===== config.mk =====
export PLATFORM = sky130hd
export DESIGN_NAME = bmc_tx_serializer
export DESIGN_NICKNAME = d
export VERILOG_FILES = /design/src/rtl/bmc_tx_pkg.sv /design/src/rtl/bmc_cell_timer.sv /design/src/rtl/bmc_sym_coder.sv /design/src/rtl/bmc_tx_serializer.sv
export SDC_FILE = /design/constraint.sdc
export NUM_CORES = 1
export LEC_CHECK = 0
export CORE_UTILIZATION = 35
export DETAILED_ROUTE_END_ITERATION = 8
export PLACE_DENSITY = 0.49
export SYNTH_ARGS = -nofsm -noshare
export SYNTH_HDL_FRONTEND = slang
export SYNTH_SLANG_ARGS = --single-unit

===== constraint.sdc =====
create_clock -name clk -period 4.65 [get_ports clk]
set_input_delay 0.93 -clock clk [delete_from_list [all_inputs] [get_ports clk]]
set_output_delay 0.93 -clock clk [all_outputs]
set_load 0.02 [all_outputs]

===== src/rtl/bmc_tx_pkg.sv =====
package bmc_tx_pkg;

    typedef enum logic [2:0] {
        ST_IDLE,
        ST_PRE,
        ST_SYM,
        ST_FIN,
        ST_TRAIL
    } tx_state_e;

    localparam int SYM_BITS      = 5;
    localparam int SYM_CELLS     = 2 * SYM_BITS;
    localparam int PRE_CELLS     = 128;
    localparam int IDX_W         = $clog2(PRE_CELLS);
    localparam logic [7:0] PRE_PATTERN = 8'hB4;

    typedef logic [SYM_CELLS-1:0] sym_cells_t;

    // preamble cell at a given position within the repeating 8-cell pattern
    function automatic logic pre_cell(input logic [2:0] pos);
        return PRE_PATTERN[pos];
    endfunction

endpackage


===== src/rtl/bmc_cell_timer.sv =====
module bmc_cell_timer #(
    parameter int CELL_DIV = 4
) (
    input  logic clk,
    input  logic rst,
    input  logic run,
    output logic tick
);
    localparam int DIV_W = (CELL_DIV > 2) ? $clog2(CELL_DIV) : 1;
    localparam logic [DIV_W-1:0] DIV_LAST = DIV_W'(CELL_DIV - 1);

    logic [DIV_W-1:0] cnt;

    always_ff @(posedge clk) begin
        if (rst || !run) begin
            cnt <= '0;
        end else if (cnt == DIV_LAST) begin
            cnt <= '0;
        end else begin
            cnt <= cnt + 1'b1;
        end
    end

    assign tick = run && (cnt == DIV_LAST);

endmodule


===== src/rtl/bmc_sym_coder.sv =====
module bmc_sym_coder
    import bmc_tx_pkg::*;
(
    input  logic [SYM_BITS-1:0] sym,
    input  logic                prev_level,
    output sym_cells_t          cells
);
    // pattern coded as if the line sat low before the symbol
    logic [SYM_BITS:0] ref_lvl;
    sym_cells_t        base;

    assign ref_lvl[0] = 1'b0;

    for (genvar i = 0; i < SYM_BITS; i++) begin : g_bit
        assign base[2*i]     = ~ref_lvl[i];
        assign base[2*i + 1] = sym[i] ? ref_lvl[i] : ~ref_lvl[i];
        assign ref_lvl[i+1]  = base[2*i + 1];
    end

    // polarity mask taken from the level actually on the line
    assign cells = base ^ {SYM_CELLS{prev_level}};

endmodule


===== src/rtl/bmc_tx_serializer.sv =====
module bmc_tx_serializer
    import bmc_tx_pkg::*;
#(
    parameter int CELL_DIV    = 4,
    parameter int MAX_SYMS    = 72,
    parameter int TRAIL_CELLS = 2
) (
    input  logic                clk,
    input  logic                rst,
    input  logic                start,
    input  logic                sym_valid,
    input  logic [SYM_BITS-1:0] sym_data,
    input  logic                sym_last,
    output logic                sym_ready,
    output logic                line_out,
    output logic                line_oe,
    output logic                underrun
);
    localparam int CNT_W = $clog2(MAX_SYMS + 1);
    localparam logic [CNT_W-1:0] SYM_CAP    = MAX_SYMS[CNT_W-1:0];
    localparam logic [IDX_W-1:0] PRE_LAST   = IDX_W'(PRE_CELLS - 1);
    localparam logic [IDX_W-1:0] SYM_LAST   = IDX_W'(SYM_CELLS - 1);
    localparam logic [IDX_W-1:0] TRAIL_LAST = IDX_W'(TRAIL_CELLS - 1);

    tx_state_e        state;
    logic [IDX_W-1:0] idx;
    logic [IDX_W-1:0] idx_nx;
    sym_cells_t       cells_q;
    sym_cells_t       new_cells;
    logic             last_q;
    logic [CNT_W-1:0] nsyms;
    logic             line_q;
    logic             under_q;
    logic             tick;
    logic             block_end;
    logic             more_wanted;
    logic             take;

    bmc_cell_timer #(.CELL_DIV(CELL_DIV)) u_timer (
        .clk  (clk),
        .rst  (rst),
        .run  (state != ST_IDLE),
        .tick (tick)
    );

    bmc_sym_coder u_coder (
        .sym        (sym_data),
        .prev_level (line_q),
        .cells      (new_cells)
    );

    assign idx_nx      = idx + 1'b1;
    assign block_end   = tick && (((state == ST_PRE) && (idx == PRE_LAST)) ||
                                  ((state == ST_SYM) && (idx == SYM_LAST)));
    assign more_wanted = (state == ST_PRE) || (!last_q && (nsyms != SYM_CAP));
    assign sym_ready   = block_end && more_wanted;
    assign take        = sym_ready && sym_valid;

    always_ff @(posedge clk) begin
        if (rst) begin
            state   <= ST_IDLE;
            idx     <= '0;
            cells_q <= '0;
            last_q  <= 1'b0;
            nsyms   <= '0;
            line_q  <= 1'b0;
            under_q <= 1'b0;
        end else begin
            under_q <= 1'b0;
            unique case (state)
                ST_IDLE: begin
                    if (start) begin
                        state  <= ST_PRE;
                        idx    <= '0;
                        line_q <= pre_cell(3'd0);
                        nsyms  <= '0;
                        last_q <= 1'b0;
                    end
                end
                ST_PRE, ST_SYM: begin
                    if (tick) begin
                        if (!block_end) begin
                            idx    <= idx_nx;
                            line_q <= (state == ST_PRE) ? pre_cell(idx_nx[2:0])
                                                        : cells_q[idx_nx[3:0]];
                        end else if (take) begin
                            state   <= ST_SYM;
                            idx     <= '0;
                            cells_q <= new_cells;
                            line_q  <= new_cells[0];
                            last_q  <= sym_last;
                            nsyms   <= nsyms + 1'b1;
                        end else begin
                            // closing edge: high then low after a low cell, else low
                            state   <= ST_FIN;
                            idx     <= '0;
                            line_q  <= ~line_q;
                            under_q <= sym_ready;
                        end
                    end
                end
                ST_FIN: begin
                    if (tick) begin
                        line_q <= 1'b0;
                        if (idx == '0) begin
                            idx <= idx_nx;
                        end else begin
                            state <= ST_TRAIL;
                            idx   <= '0;
                        end
                    end
                end
                ST_TRAIL: begin
                    if (tick) begin
                        line_q <= 1'b0;
                        if (idx == TRAIL_LAST) begin
                            state <= ST_IDLE;
                            idx   <= '0;
                        end else begin
                            idx <= idx_nx;
                        end
                    end
                end
                default: state <= ST_IDLE;
            endcase
        end
    end

    assign line_out = line_q;
    assign line_oe  = (state != ST_IDLE);
    assign underrun = under_q;

    AST_IDLE_LOW: assert property (@(posedge clk) disable iff (rst)
        !line_oe |-> !line_out);

    AST_READY_DRIVEN: assert property (@(posedge clk) disable iff (rst)
        sym_ready |-> line_oe);

    AST_SYM_EDGE: assert property (@(posedge clk) disable iff (rst)
        (sym_ready && sym_valid) |=> (line_out != $past(line_out)));

    AST_CELL_STEADY: assert property (@(posedge clk) disable iff (rst)
        (line_oe && $past(line_oe) && !$past(tick)) |-> $stable(line_out));

    AST_PRE_LOW_FIRST: assert property (@(posedge clk) disable iff (rst)
        $rose(line_oe) |-> !line_out);

    AST_UNDERRUN_PULSE: assert property (@(posedge clk) disable iff (rst)
        underrun |=> !underrun);

    AST_UNDERRUN_DRIVEN: assert property (@(posedge clk) disable iff (rst)
        underrun |-> (line_oe && !sym_ready));

endmodule


* After elaboration in Yosys (flattened, before gate mapping)
Memories as Yosys holds them, arrays and structs flattened. Index checks and enable logic that the tools add are counted.
Operators by class: $add $sub $neg 3, bitwise logic cells 8, mux-type cells 40, reduce and logical (&&, ||, !) cells 27, order comparisons 2, eq/ne operators 18
Operator list (count):
- 7-bit 2-to-1 mux | 10
- 7-bit case mux with 4 select lines | 1
- 3-bit 2-to-1 mux | 7
- 1-bit 2-to-1 mux | 17
- 2-bit != test, second input constant | 8
- 7-bit by 1-bit adder with 7-bit output, second input constant | 2
- 7-bit case mux with 2 select lines | 1
- 3-bit case mux with 4 select lines | 1
- 5-bit AND reduction | 2
- 10-bit XOR | 1
- 4-bit AND reduction | 2
- 7-bit by 1-bit == test with 1-bit output, second input constant | 1
- 7-bit by 4-bit == test with 1-bit output, second input constant | 1
- 7-bit == test, second input constant | 1
- 1-bit logical AND | 7
- 7-bit zero test | 1
- 7-bit != test, second input constant | 1
- 1-bit inverter | 7
- 7-bit AND reduction | 1
- 3-bit by 2-bit == test with 1-bit output, second input constant | 2
- 3-bit nonzero test | 2
- 2-bit OR reduction | 3
- 4-bit by 5-bit < comparator with 1-bit output, second input constant | 1
- 5-bit OR reduction | 1
- other kinds (14) | 17
Word-level totals: bits in read-only memories 8, input port bits 10, register bits 32, output and inout bits 4, logic and storage cells 107, memories 1
Memory list:
- (no name shown) | words 8, bits a word 1, read ports 1, clocked after memory_dff 0, write ports 0, line bmc_tx_pkg.sv:21 | return PRE_PATTERN[pos];

* Logic depth before layout (Yosys ltp)
Gate-level depths: netlist of the first run.
depth after elaboration 13, depth in mapped cells 9, gate-level depth less buffers 7

* Cells and area by module
Synthesis of the first run repeated with hierarchy kept, for this count alone.
Second synthesis, totals: cell total of the unflattened synthesis 225, area total of the unflattened synthesis 1918.1 um^2
By module, submodules not included:
- bmc_tx_serializer | cells an instance 205, sequential area each 600.6 um^2, instances 1, area each 1695.4 um^2
- bmc_sym_coder | cells an instance 14, sequential area each 0.0 um^2, instances 1, area each 136.4 um^2
- bmc_cell_timer | cells an instance 6, sequential area each 40.0 um^2, instances 1, area each 86.3 um^2

* Worst setup path before layout of the first run
No wires, ideal clock.
path type reg2out, from reg idx[0], to out sym_ready, stages on the path, launching flop included 8, data required time 3.720 ns, arrival 1.890 ns, path slack 1.830 ns, buffers on the path 1, path through dfxtp_1 > clkbuf_1 > inv_1 > ha_1 > and3b_1 > a21oi_2 > o21ai_2 > nor2b_1
On the way: cells in the longest elaborated chain, start to end 5
RTL lines:
- from (decl) | line bmc_tx_serializer.sv:26 | logic [IDX_W-1:0] idx;
- from (signal assigned) | line bmc_tx_serializer.sv:83 | idx <= idx_nx;
- from (signal assigned) | line bmc_tx_serializer.sv:106 | idx <= idx_nx;
- from (signal assigned) | line bmc_tx_serializer.sv:120 | idx <= idx_nx;
- 7-bit == test or 7-bit by 4-bit == test with 1-bit output (tied branches) | line bmc_tx_serializer.sv:53, bmc_tx_serializer.sv:54
- 1-bit logical AND (on tied branches) | line bmc_tx_serializer.sv:53, bmc_tx_serializer.sv:54
- 1-bit logical OR (*) | line bmc_tx_serializer.sv:53 | assign block_end = tick && (((state == ST_PRE) && (idx == PRE_LAST)) ||
- 1-bit logical AND (*) | line bmc_tx_serializer.sv:53
- 1-bit logical AND (*) | line bmc_tx_serializer.sv:56 | assign sym_ready = block_end && more_wanted;
- to (decl) | line bmc_tx_serializer.sv:14 | output logic sym_ready,
Every way passes the cells marked *; elsewhere a longest branch is shown, timed or not.

* Final worst setup path of the first run
Same ends and word-level chain as after synthesis.

==> results of run 1 <==
layer usage:
layer	vias up	routed length (um)
met5	-	0
met1	762	2072
met4	0	40
li1	787	-
met2	30	2087
met3	4	128
layout make-up:
cell class | count | area (um^2) | area share
clock inverter | 1 | 30.03 | 0.01361
timing repair buffer | 13 | 130.1 | 0.05899
sequential | 32 | 640.6 | 0.2904
tap | 70 | 87.58 | 0.03970
clock buffer | 7 | 96.34 | 0.04368
multi-input combinational | 158 | 1184 | 0.5366
inverter | 10 | 37.54 | 0.01702
worst register-to-register path, stage by stage (launching register included):
cell and delay [ns]:
dfxtp_1 0.51, inv_1 0.13, ha_1 0.40, mux4_2 0.51
mux2_2 0.27, a211o_1 0.31, a32o_1 0.25
placed cells by master, fill, tap and decap left out, types with 3 or more instances in the layout:
master	synthesis	layout
clkdlybuf4s50_1	0	13
dfxtp_1	32	32
o21ai_0	6	6
and2_1	3	3
a31oi_1	6	6
nand2b_1	4	4
clkbuf_8	0	7
a21oi_1	8	8
and3_1	4	4
xnor2_1	12	12
mux2i_1	7	7
nand2_1	14	14
inv_1	10	10
nand3_1	9	9
nor3_1	10	10
nor2_1	19	19
ha_1	6	6
o211a_1	4	4
nand4_1	3	3
path summary, 6_finish.rpt:
kind | start | to
setup / recovery | idx[0] | sym_ready
hold / removal | u_timer.cnt[0] | u_timer.cnt[0]
setup reg to reg | idx[0] | line_out
hold reg to reg | u_timer.cnt[0] | u_timer.cnt[0]
synthesized netlist by cell type, drive strengths merged (3+ instances only):
library cell,instances
a31oi,6
ha,6
nor4,3
buf,10
mux2i,7
nor2,19
nor3,11
nand2,14
dfxtp,32
o21ai,7
xnor2,12
and3,4
nand4,3
nand3,9
inv,10
a21oi,10
and2,3
o211a,4
nand2b,4
clkbuf,6
power by group through the flow:
stage / registers (mW) / clock network, mW / logic, mW
6_report: 0.287 / 0.294 / 0.0903
2_1_floorplan: 0.287 / 0 / 0.0735
5_1_grt: 0.288 / 0.314 / 0.0998
4_1_cts: 0.287 / 0.302 / 0.0906
3_3_place_gp: 0.293 / 0 / 0.0888
3_5_place_dp: 0.293 / 0 / 0.0902
flip-flops by register name (all words and copies together) (netlist names):
| signal | flops |
|---|---|
| u_timer.cnt | 2 |
| line_out | 1 |
| state | 3 |
| last_q | 1 |
| underrun | 1 |
| idx | 7 |
| nsyms | 7 |
| cells_q | 10 |
cells by family after synthesis:
family / count (synthesis)
DFF: 32
AOI/OAI and AO/OA: 43
xor gates and xnor gates: 14
buffers and inverters: 26
muxes: 10
adders and majority gates: 6
and+or+nand+nor: 85
==> run metrics, run 1 <==
Cells after Synth=about 220; first-pass GRT wire length=around 7.6 mm; post-route setup TNS=0 ns; status=completed; GP Congestion=approximately 0.75; GR Util met2=0.2589; critical-path cell list=ha_1 -> nand4_1 -> nor4_4 -> o21ai_2 -> nor2b_1 -> clkdlybuf4s50_1; Synth Warn #=0; Yosys top cell area share=0.3272; fin crit period=between 3 and 4 ns; worst setup slack after layout=roughly 0.93 ns; Final Slew Violations=0; crit start category=register; Peak VDD IR=between 0.0002 and 0.0003 V; HP Class=reg -> reg; CTS Buf Count=5; Final Cycle Share=0.7990; filler cell count=around 530; area post-placement=between 2000 and 2500 um^2; Final Core Density=0.4212; max frequency=about 270 MHz; Initial Util=0.3739; Pleak=between 0.8 and 0.9 nW; initial antenna violation count=0; Reg2Reg Depth=6; synthesized-area fraction occupied by adder cells=0.03834; Syn Std Cell Area=1958 um^2; Synth Flop Type=dfxtp_1; Fin. Hold Viols=0; sum of buffers and inverters on the critical path=1; combinational cell fraction of total power=0.134; Clock power frac=0.438; Tot Pwr=between 600 and 700 uW; critical path's slowest cell=clkdlybuf4s50_1; Power Dens Cells=304.4 nW/um^2; CTS tree=built; Routed wire per std cell=about 15 um; num ports=14; clock root cell=clkbuf_8; # rows=26; Pre-Repair DR Iteration Count=4; switching portion of total power=0.2441; DRT antenna net count=0; number of cells on the critical path=6; core box area=5238 um^2; top cells by area in the synthesized netlist=dfxtp_1 (33%), xnor2_1 (5.4%), ha_1 (3.8%), nor2_1 (3.6%), mux2i_1 (3.6%); # nets final=236; worst skew pair latency=0.28 ns; largest net degree at the start of global routing=22; unrepaired setup endpoints after global routing=no; Yosys reg bits=32; PortBufs=13; worst reg-to-reg setup slack=approximately 2.2 ns; WL final=around 4.3 mm; DR DRC count=0; post-CTS sizing=0; Post-DP HPWL=about 3.0 mm; die area=5897 um^2; Post-synth EDFFs=0; worst-path maximum fanout=8; met3 Use GR=0.03690; largest family of logic cells by synthesized area=simple AND/OR/NAND/NOR gates; complex-gate fraction of the synthesized area=0.1757; Setup CP Type=reg -> out; Cells after DPL=roughly 280; sequential share of power=0.427; Die Ht=~77 um; # clock sinks=32; H-tree Lvls=2; routed via count=1,583; cell internal pwr=507.7 uW; worst slack, placed=1.245 ns; gr busiest metal=met2; Final Non-Filler Cells=291; Setup violations, final=0; post-route design area=~2200 um^2; Worst Path Arrival=approximately 2.8 ns; Worst Skew=0.01084 ns; Async S/R FF share, synth=0; Distinct cells, synth=53; simple-gate share of the synthesized area=0.2492; global-route usage over all layers=0.1598; GR Util met1=0.2077; CP max stage delay=~0.63 ns; Yosys top cell by area=dfxtp_1; WHS=0.4257 ns; worst rel slew slack=0.4270; post-synthesis sequential area ratio=0.3272; Vias per Instance=approximately 5.4; post-CTS setup buffer count=0; Max clock buf depth=2; multiplexer area fraction after synthesis=0.06454; CTS Hold Bufs=0; drt first-iter violations=129; Ant. Diodes=0; syn nets=between 200 and 250; total gr overflow=0; vias in the first global route=about 1,600; hold path cells=1; kind of end point of the critical path=primary output; area growth from synthesis to layout=12.65%; Avg Synthesized Cell Area=just over 9 um^2; layout cell share with drive strength beyond 1=0.09050; NetSw=around 160 uW; Tightest Pin Transition=between 0.8 and 0.9 ns; Largest delay share family, worst path=simple AND/OR/NAND/NOR gates; Post-Synth XOR/XNOR Area=0.07668; Clk pin slew, worst setup/hold paths=0.07 ns; die width=between 70 and 80 um; max-cap violations=0; Worst EP required=around 3.7 ns
Note: power is estimated with default switching activity, not from simulation.
==> inputs of run 2 (changes only) <==
- PLACE_DENSITY: 0.49 -> 0.51
- clock period: 4.65 -> 3.1 ns (I/O delays scaled with it)
==> run metrics, run 2 (same netlist as run 1, synthesis figures left out) <==
Post-DP HPWL=between 2 and 3 mm; filler cell count=approximately 520; crit start category=register; Top reg by flops=cells_q; Ant. Diodes=0; GP Congestion=approximately 0.77; Initial Util=0.3739; Reg2Reg Depth=6; unrepaired setup endpoints after global routing=no; PortBufs=13; H-tree Lvls=2; number of cells on the critical path=5; drt first-iter violations=92; critical path's slowest cell=dfxtp_1; Max clock buf depth=2; max-cap violations=0; core box area=about 5200 um^2; die area=a little under 6000 um^2; area growth from synthesis to layout=15.46%; # nets final=around 240; # clock sinks=32; global-route usage over all layers=0.1518; Peak VDD IR=0.0001981 V; Pre-Repair DR Iteration Count=4; sum of buffers and inverters on the critical path=1; total gr overflow=0; Die Ht=between 70 and 80 um; worst-path maximum fanout=7; Power Dens Cells=roughly 440 nW/um^2; Setup violations, final=0; DRT antenna net count=0; Setup CP Type=reg -> out; CP max stage delay=0.41 ns; Fin. Hold Viols=0; CTS Buf Count=5; worst rel slew slack=0.5869; Worst EP required=2.48 ns; vias in the first global route=around 1,500; most frequent cells in the layout=dfxtp_1 (32), nor2_1 (19), nand2_1 (14), xnor2_1 (12), clkdlybuf4s50_1 (12); # rows=26; Tot Pwr=just over 1 mW; die width=between 70 and 80 um; HP Class=reg -> reg; first-pass GRT wire length=7.182 mm; most common cell after layout, fill and taps aside=dfxtp_1; DR DRC count=0; Worst Path Arrival=between 2 and 2.5 ns; area of the multi-input gates=approximately 1200 um^2; max FFs per register=10; post-route setup TNS=0 ns; num ports=14; Vias per Instance=5.178; WL final=4.067 mm; clock root cell=clkbuf_8; WHS=roughly 0.43 ns; fin crit period=~2.7 ns; Clk pin slew, worst setup/hold paths=0.07 ns; critical-path cell list=nor4_4 -> and4_1 -> o21ai_2 -> nor2b_1 -> dlymetal6s2s_1; Largest regs=cells_q (10), idx (7), nsyms (7); max frequency=approximately 370 MHz; initial antenna violation count=0; Pleak=~0.88 nW; routed via count=around 1,500; Routed wire per std cell=about 14 um; hold path cells=1; status=completed; CTS tree=built; Tightest Pin Transition=0.6190 ns; CTS Hold Bufs=0; kind of end point of the critical path=primary output; Worst Skew=approximately 0.0043 ns; Final Slew Violations=0; worst skew pair latency=approximately 0.28 ns; Reg area=around 640 um^2; largest net degree at the start of global routing=21; layout cell share with drive strength beyond 1=0.1184; Largest delay share family, worst path=simple AND/OR/NAND/NOR gates; Final Cycle Share=0.8647
## run 2: cell types whose count changed in the layout (fill, tap and decap cells not counted), sizes merged
cell and change:
buf +7, dlymetal6s2s +1, clkdlybuf4s50 -1
## run 2: power by group
part / switching (mW) / total (mW) / internal (mW)
clock network: 0.152 / 0.436 / 0.284
registers: 0.0109 / 0.429 / 0.418
logic: 0.0767 / 0.141 / 0.0645
## run 2: path summary, 6_finish.rpt
path / start / to / slack (ns)
min: u_timer.cnt[0] / u_timer.cnt[0] / 0.43
min reg2reg: u_timer.cnt[0] / u_timer.cnt[0] / 0.43
max: idx[2] / sym_ready / 0.42
max reg2reg: idx[0] / line_out / 0.72
## run 2: layout make-up
cell class,count,share of cell area
clock inverter,1,0.01328
multi-input combinational,158,0.5235
clock buffer,7,0.04261
sequential,32,0.2833
inverter,10,0.01660
timing repair buffer,20,0.08190
tap,70,0.03874
## run 2: per-stage QoR
stage                     setup WS (ns)  utilization  cell area [um^2]  cells
after global routing             0.2528       0.4317              2261    298
after CTS                       0.02375       0.4312              2258    298
after detailed placement         0.3302       0.4071              2132    290
final                            0.4193       0.4317              2261    298
after global placement           0.3812       0.4071              2132    290
after floorplan                  0.5902            -              1958    216
## run 2: what timing repair did
action,4_1_cts,5_1_grt
gates resized for setup,0,1
buffers inserted,0,0
endpoints found under the setup margin,0,1
## run 2: metal layers
| metal | wire length [um] | part of all wire | track usage |
|---|---|---|---|
| met1 | 2102 | 0.52 | 0.1993 |
| met2 | 1842 | 0.45 | 0.2384 |
| met3 | 91 | 0.022 | 0.03571 |
| met4 | 29 | 0.0071 | 0.05962 |
| met5 | 0 | 0 | 0 |
